**src/rtl/xtlb_pkg.sv**
```systemverilog
// Package: default geometry of the translation buffer and the way-choice rule
// shared by the fill path. Assumes exactly two ways per set.
package xtlb_pkg;
    localparam int unsigned VA_BITS   = 52;
    localparam int unsigned PA_BITS   = 32;
    localparam int unsigned PAGE_BITS = 12;
    localparam int unsigned PROT_BITS = 4;
    localparam int unsigned SET_COUNT = 32;

    // Way to write on a fill: an entry with the same page first, then a free
    // entry (way 0 preferred), otherwise the recency victim.
    function automatic logic pick_way(input logic same0, input logic same1,
                                      input logic full0, input logic full1,
                                      input logic victim);
        if (same0)       return 1'b0;
        else if (same1)  return 1'b1;
        else if (!full0) return 1'b0;
        else if (!full1) return 1'b1;
        else             return victim;
    endfunction
endpackage

```
**src/rtl/xtlb_way.sv**
```systemverilog
// One way of the buffer: per-set valid bit, tag, page number and protection.
// It gives a combinational compare for the lookup port and a second compare for
// the fill port. Assumes SETS is a power of two. On clears, set and global
// clears win over a write in the same cycle.
module xtlb_way #(
    parameter int unsigned TAG_W  = 35,
    parameter int unsigned PPN_W  = 20,
    parameter int unsigned PROT_W = 4,
    parameter int unsigned SETS   = 32,
    localparam int unsigned IDX_W = $clog2(SETS)
) (
    input  logic              clk,
    input  logic              rst_n,
    input  logic [IDX_W-1:0]  lk_idx,
    input  logic [TAG_W-1:0]  lk_tag,
    output logic              lk_match,
    output logic [PPN_W-1:0]  lk_ppn,
    output logic [PROT_W-1:0] lk_prot,
    input  logic [IDX_W-1:0]  fl_idx,
    input  logic [TAG_W-1:0]  fl_tag,
    output logic              fl_match,
    output logic              fl_full,
    input  logic              wr_en,
    input  logic [PPN_W-1:0]  wr_ppn,
    input  logic [PROT_W-1:0] wr_prot,
    input  logic              clr_one,
    input  logic [IDX_W-1:0]  clr_idx,
    input  logic              clr_all
);
    logic [SETS-1:0]   vld_q;
    logic [TAG_W-1:0]  tag_q  [SETS];
    logic [PPN_W-1:0]  ppn_q  [SETS];
    logic [PROT_W-1:0] prot_q [SETS];

    // Valid bits: reset/global clear, then write, then set clear (last wins).
    always_ff @(posedge clk) begin
        if (!rst_n || clr_all) begin
            vld_q <= '0;
        end else begin
            if (wr_en)   vld_q[fl_idx]  <= 1'b1;
            if (clr_one) vld_q[clr_idx] <= 1'b0;
        end
    end

    // Payload storage: written on fill, not reset (guarded by valid).
    always_ff @(posedge clk) begin
        if (wr_en) begin
            tag_q[fl_idx]  <= fl_tag;
            ppn_q[fl_idx]  <= wr_ppn;
            prot_q[fl_idx] <= wr_prot;
        end
    end

    // Lookup and fill-port compares.
    always_comb begin
        lk_match = vld_q[lk_idx] && (tag_q[lk_idx] == lk_tag);
        lk_ppn   = ppn_q[lk_idx];
        lk_prot  = prot_q[lk_idx];
        fl_full  = vld_q[fl_idx];
        fl_match = vld_q[fl_idx] && (tag_q[fl_idx] == fl_tag);
    end
endmodule

```
**src/rtl/xtlb_lru.sv**
```systemverilog
// Recency state: one bit per set naming the way to replace next. A use of
// way w points the bit at the other way. When a hit and a fill update the same
// set in one cycle, the fill wins.
module xtlb_lru #(
    parameter int unsigned SETS = 32,
    localparam int unsigned IDX_W = $clog2(SETS)
) (
    input  logic             clk,
    input  logic             rst_n,
    input  logic             hit_en,
    input  logic [IDX_W-1:0] hit_idx,
    input  logic             hit_way,
    input  logic             fill_en,
    input  logic [IDX_W-1:0] fill_idx,
    input  logic             fill_way,
    input  logic [IDX_W-1:0] q_idx,
    output logic             victim
);
    logic [SETS-1:0] old_q;

    // Update the victim pointer on every hit and fill.
    always_ff @(posedge clk) begin
        if (!rst_n) begin
            old_q <= '0;
        end else begin
            if (hit_en)  old_q[hit_idx]  <= ~hit_way;
            if (fill_en) old_q[fill_idx] <= ~fill_way;
        end
    end

    // Victim of the queried set.
    always_comb victim = old_q[q_idx];
endmodule

```
**src/rtl/xtlb.sv**
```systemverilog
// Top: two-way set-associative translation buffer with a single-cycle lookup,
// a fill port driven by miss-handling software, set and global invalidation,
// and a bypass when translation is off. Assumes VA_W > PA_W > OFF_W.
module xtlb
    import xtlb_pkg::*;
#(
    parameter int unsigned VA_W   = VA_BITS,
    parameter int unsigned PA_W   = PA_BITS,
    parameter int unsigned OFF_W  = PAGE_BITS,
    parameter int unsigned PROT_W = PROT_BITS,
    parameter int unsigned SETS   = SET_COUNT,
    localparam int unsigned VPN_W = VA_W - OFF_W,
    localparam int unsigned PPN_W = PA_W - OFF_W,
    localparam int unsigned IDX_W = $clog2(SETS),
    localparam int unsigned TAG_W = VPN_W - IDX_W,
    localparam int unsigned WAYS  = 2
) (
    input  logic              clk,
    input  logic              rst_n,
    input  logic              xlat_en,
    input  logic              lk_valid,
    input  logic [VA_W-1:0]   lk_va,
    output logic              lk_hit,
    output logic              lk_miss,
    output logic [PA_W-1:0]   lk_pa,
    output logic [PROT_W-1:0] lk_prot,
    input  logic              fill_en,
    input  logic [VPN_W-1:0]  fill_vpn,
    input  logic [PPN_W-1:0]  fill_ppn,
    input  logic [PROT_W-1:0] fill_prot,
    input  logic              inv_one,
    input  logic [IDX_W-1:0]  inv_idx,
    input  logic              inv_all
);
    logic [IDX_W-1:0]  lk_idx, fl_idx;
    logic [TAG_W-1:0]  lk_tag, fl_tag;
    logic [WAYS-1:0]   m_lk, m_fl, full_fl, wr_sel;
    logic [PPN_W-1:0]  w_ppn  [WAYS];
    logic [PROT_W-1:0] w_prot [WAYS];
    logic              victim, fill_way, hit_way, any_hit, xl_look;

    // Split the addresses into set index and tag.
    always_comb begin
        lk_idx = lk_va[OFF_W +: IDX_W];
        lk_tag = lk_va[VA_W-1 -: TAG_W];
        fl_idx = fill_vpn[IDX_W-1:0];
        fl_tag = fill_vpn[VPN_W-1 -: TAG_W];
    end

    for (genvar g = 0; g < WAYS; g++) begin : g_way
        // Write strobe for this way.
        always_comb wr_sel[g] = fill_en && (fill_way == g[0]);

        xtlb_way #(
            .TAG_W (TAG_W),
            .PPN_W (PPN_W),
            .PROT_W(PROT_W),
            .SETS  (SETS)
        ) u_way (
            .clk     (clk),
            .rst_n   (rst_n),
            .lk_idx  (lk_idx),
            .lk_tag  (lk_tag),
            .lk_match(m_lk[g]),
            .lk_ppn  (w_ppn[g]),
            .lk_prot (w_prot[g]),
            .fl_idx  (fl_idx),
            .fl_tag  (fl_tag),
            .fl_match(m_fl[g]),
            .fl_full (full_fl[g]),
            .wr_en   (wr_sel[g]),
            .wr_ppn  (fill_ppn),
            .wr_prot (fill_prot),
            .clr_one (inv_one),
            .clr_idx (inv_idx),
            .clr_all (inv_all)
        );
    end

    // Choose the way a fill writes.
    always_comb fill_way = pick_way(m_fl[0], m_fl[1], full_fl[0], full_fl[1], victim);

    // Hit detection for a translated lookup.
    always_comb begin
        xl_look = lk_valid && xlat_en;
        any_hit = |m_lk;
        hit_way = m_lk[1];
    end

    xtlb_lru #(.SETS(SETS)) u_lru (
        .clk     (clk),
        .rst_n   (rst_n),
        .hit_en  (xl_look && any_hit),
        .hit_idx (lk_idx),
        .hit_way (hit_way),
        .fill_en (fill_en),
        .fill_idx(fl_idx),
        .fill_way(fill_way),
        .q_idx   (fl_idx),
        .victim  (victim)
    );

    // Output mux: idle, bypass, hit, miss.
    always_comb begin
        lk_hit  = 1'b0;
        lk_miss = 1'b0;
        lk_pa   = '0;
        lk_prot = '0;
        if (lk_valid && !xlat_en) begin
            lk_hit  = 1'b1;
            lk_pa   = lk_va[PA_W-1:0];
            lk_prot = '1;
        end else if (xl_look && any_hit) begin
            lk_hit  = 1'b1;
            lk_pa   = {w_ppn[hit_way], lk_va[OFF_W-1:0]};
            lk_prot = w_prot[hit_way];
        end else if (xl_look) begin
            lk_miss = 1'b1;
        end
    end
endmodule

```
**config.mk**
```make
export PLATFORM = sky130hd
export DESIGN_NAME = xtlb
export DESIGN_NICKNAME = d
export VERILOG_FILES = /design/src/rtl/xtlb_pkg.sv /design/src/rtl/xtlb_way.sv /design/src/rtl/xtlb_lru.sv /design/src/rtl/xtlb.sv
export SDC_FILE = /design/constraint.sdc
export NUM_CORES = 2
export LEC_CHECK = 0
export BUFFER_PORTS_ARGS = -buffer_cell sky130_fd_sc_hd__buf_2
export CORE_MARGIN = 2
export CORE_UTILIZATION = 30
export DETAILED_ROUTE_END_ITERATION = 6
export GPL_ROUTABILITY_DRIVEN = 0
export PLACE_DENSITY_LB_ADDON = 0.25
export SYNTH_ARGS = -nofsm -noshare
export SYNTH_HDL_FRONTEND = slang
export SYNTH_SLANG_ARGS = --single-unit
export TNS_END_PERCENT = 30
```
**constraint.sdc**
```tcl
create_clock -name clk -period 6.2 [get_ports clk]
set_input_delay 0.31 -clock clk [delete_from_list [all_inputs] [get_ports clk]]
set_output_delay 0.31 -clock clk [all_outputs]
set_load 0.005 [all_outputs]
```
==> results by group <==
Outcome
  – Run status: finished, violations left
  – Violated checks: negative setup slack

Min path
  – Worst Hold Class: input pin to register

Worst setup path
  – R2r endpoint: g_way[0].u_way.ppn_q[9][2]$_DFFE_PP_
  – R2R setup slack: 690 ps
  – Startpoint Class: input pin
  – Worst Setup End Kind: primary output
  – CP arrival: 5910 ps
  – CP max FO: 25
  – WS Path Type: input pin to primary output
  – Worst reg2reg path depth: 12
  – Reg2reg start: g_way[0].u_way.tag_q[5][5]$_DFFE_PP_
  – CP startpoint: lk_va[16]
  – Critical path required time: 5890 ps
  – Critical Path End: lk_miss

Synth
  – Post-synthesis sequential area ratio: 69.0%
  – Post-Synthesis Cells: 9384
  – Top_reg_cell synth: edfxtp_1
  – Synthesized flop and latch total: 3872
  – Number of synthesis warnings: 0
  – Mapped cell area: 167000 sq um
  – EDFF count, synth: 3776
  – Post-synth cell types: 65
  – Syn Nets: 9512
  – Avg Inst Size Synth: 17.8 sq um
  – Ys async rst share: 0%

Clocking
  – CTS clk-pin slew, worst paths: 60 ps
  – CTS tree: yes
  – Number of buffers created by CTS: 405
  – Worst skew pair latency: 1070 ps
  – Clock Tree Buf Depth: 4
  – Total setup buffers inserted after CTS: 0
  – Root buf cell: clkbuf_16
  – Max H-tree Level: 5
  – CTS sink count: 3872

Floorplan
  – Initial Util: 30.1%
  – Site Rows: 274
  – Die ar.: 563000 sq um
  – I/O pin total: 166
  – Die Y: 751 um
  – Die Span X: 751 um
  – Core footprint: 556000 sq um

Drt
  – Vias: 107000
  – Met1 wire length: 275 mm
  – Routed Antenna Nets: 0
  – DR vias/cell: 5.93
  – DR WL met3: 77.6 mm
  – Residual DRC: 0
  – DR top layer: met5
  – Met2 wire length: 307 mm
  – First-pass DRT Iterations: 6
  – WL final: 696 mm
  – Initial drt markers: 17900
  – WL per Instance: 38.6 um

Layout
  – Final core utilization: 35.9%
  – Final nets: 10400
  – P&R area growth vs syn: 19.5%
  – Most frequent cells in the layout: edfxtp_1 (3776), mux2i_1 (1654), o22ai_1 (1024)
  – Commonest non-fill, non-tap cell in the layout: edfxtp_1
  – Share of cells above drive strength 1: 23.6%

STA
  – Max-slew violation count: 0
  – Setup TNS: -19.4 ps
  – Skew final: 97.8 ps
  – FMAX: 0.161 GHz
  – Final Critical Period: 6220 ps
  – Slew @ Worst Pin: 1400 ps
  – RSZ-0062 raised after global routing: no
  – Final setup margin: -19.4 ps
  – Setup violations, final: 1
  – Crit share post-route: 100%
  – Slew margin rel.: 6.62%
  – Final hold vios: 0

Global routing
  – Total track usage: 23.9%
  – Vias in the first global route: 105000
  – Number of antenna violations at the first check in global routing: 52
  – Pin count of the biggest net entering global routing: 133
  – First-pass GRT wire length: 928 mm
  – Grt ovf: 0

Placement
  – IO Port Bufs: 165
  – Place WS: -147 ps
  – Post-DP HPWL: 447 mm

Power and ir drop
  – Pwr/cell area: 290 nW/um^2
  – Worst vdd ir: 0.220 mV
  – P_leak: 66.9 nW

Job
  – Max-Cap Viols: 0
-- synthesized netlist by cell type, types with 33 or more instances --
cell type	instances	area, sq um
edfxtp_1	3776	113000
mux2i_1	1656	16600
o22ai_1	1024	6410
mux4_2	728	16400
nor4_1	248	1550
buf_2	247	1240
clkbuf_1	198	743
a22oi_1	196	1470
nand2_1	175	657
nor2_1	159	597
buf_4	111	833
dfxtp_1	96	1920
a21oi_1	78	390
nand4_1	73	457
buf_1	69	259
xor2_1	51	447
buf_6	46	518
o21ai_1	43	215
xnor2_1	42	368
nand3_1	34	170
a22o_1	33	289
-- area by class of cell --
class	count	area, sq um
inverter	10	37.5
antenna	31	77.6
timing repair buffer	1110	12800
multi-input combinational	4830	49200
clock inverter	247	2500
tap	7452	9320
fill	51800	356000
clock buffer	491	10600
sequential	3872	115000
-- registers in the layout, summed over array words and instances (netlist names) --
register            flops
g_way.u_way.ppn_q    1280
g_way.u_way.prot_q    256
g_way.u_way.tag_q    2240
g_way.u_way.vld_q      64
u_lru.old_q            32
-- stage by stage --
stage	cells	power [mW]	area [sq um]	hold WS, ps
CTS	18000	58.1	200000	12.6
floorplan	9384	31.6	167000	409
global placement	17200	33.7	186000	445
finish	18000	57.9	200000	75.8
detailed placement	17200	33.8	186000	456
global route	18000	59.3	200000	36.1
-- per-layer routing --
metal / vias up / global-route usage, %
met5: - / 0
li1: 41300 / -
met2: 7441 / 36.2
met1: 56700 / 32.2
met3: 1555 / 6.32
met4: 24 / 10.5
-- what timing repair did --
action                                  CTS  global route
hold buffers                             48             0
pin swaps                                 0             0
endpoints found under the setup margin    9            20
gates resized for setup                   2             2
endpoints found under the hold margin   942             0
-- worst min path at each step --
stage,to,slack [ps],start,cells after the start
6_report,g_way[1].u_way.ppn_q[6][11]$_DFFE_PP_,80,fill_ppn[11],1
3_3_place_gp,g_way[1].u_way.vld_q[22]$_SDFF_PP0_,440,g_way[1].u_way.vld_q[22]$_SDFF_PP0_,2
5_1_grt,g_way[0].u_way.tag_q[2][15]$_DFFE_PP_,40,fill_vpn[20],2
2_1_floorplan,g_way[0].u_way.ppn_q[0][0]$_DFFE_PP_,410,fill_ppn[0],0
3_5_place_dp,g_way[0].u_way.vld_q[28]$_SDFF_PP0_,460,g_way[0].u_way.vld_q[28]$_SDFF_PP0_,2
4_1_cts,u_lru.old_q[19]$_SDFF_PN0_,10,fill_en,4
-- logic make-up after synthesis --
group           share of synthesized area, %
mux                                     19.7
simple gates                            2.91
buf+inv                                 2.17
compound gates                          5.76
xor+xnor                               0.487
flops                                   69.0
-- power by group --
part / switching [mW] / internal (mW)
logic: 2.96 / 1.46
registers: 0.0584 / 28.9
clock network: 10.7 / 13.8
-- critical path: stages --
cell and delay, ps:
buf_2 480, or4b_4 540, buf_12 380, o22ai_1 160, nor4_1 850, nand3_1 550
nand4_1 420, nor4_1 110, nand4_1 250, o2bb2a_1 570, nor2b_1 860, buf_4 240
buf_2 110
Note: power is estimated with default switching activity, not from simulation.
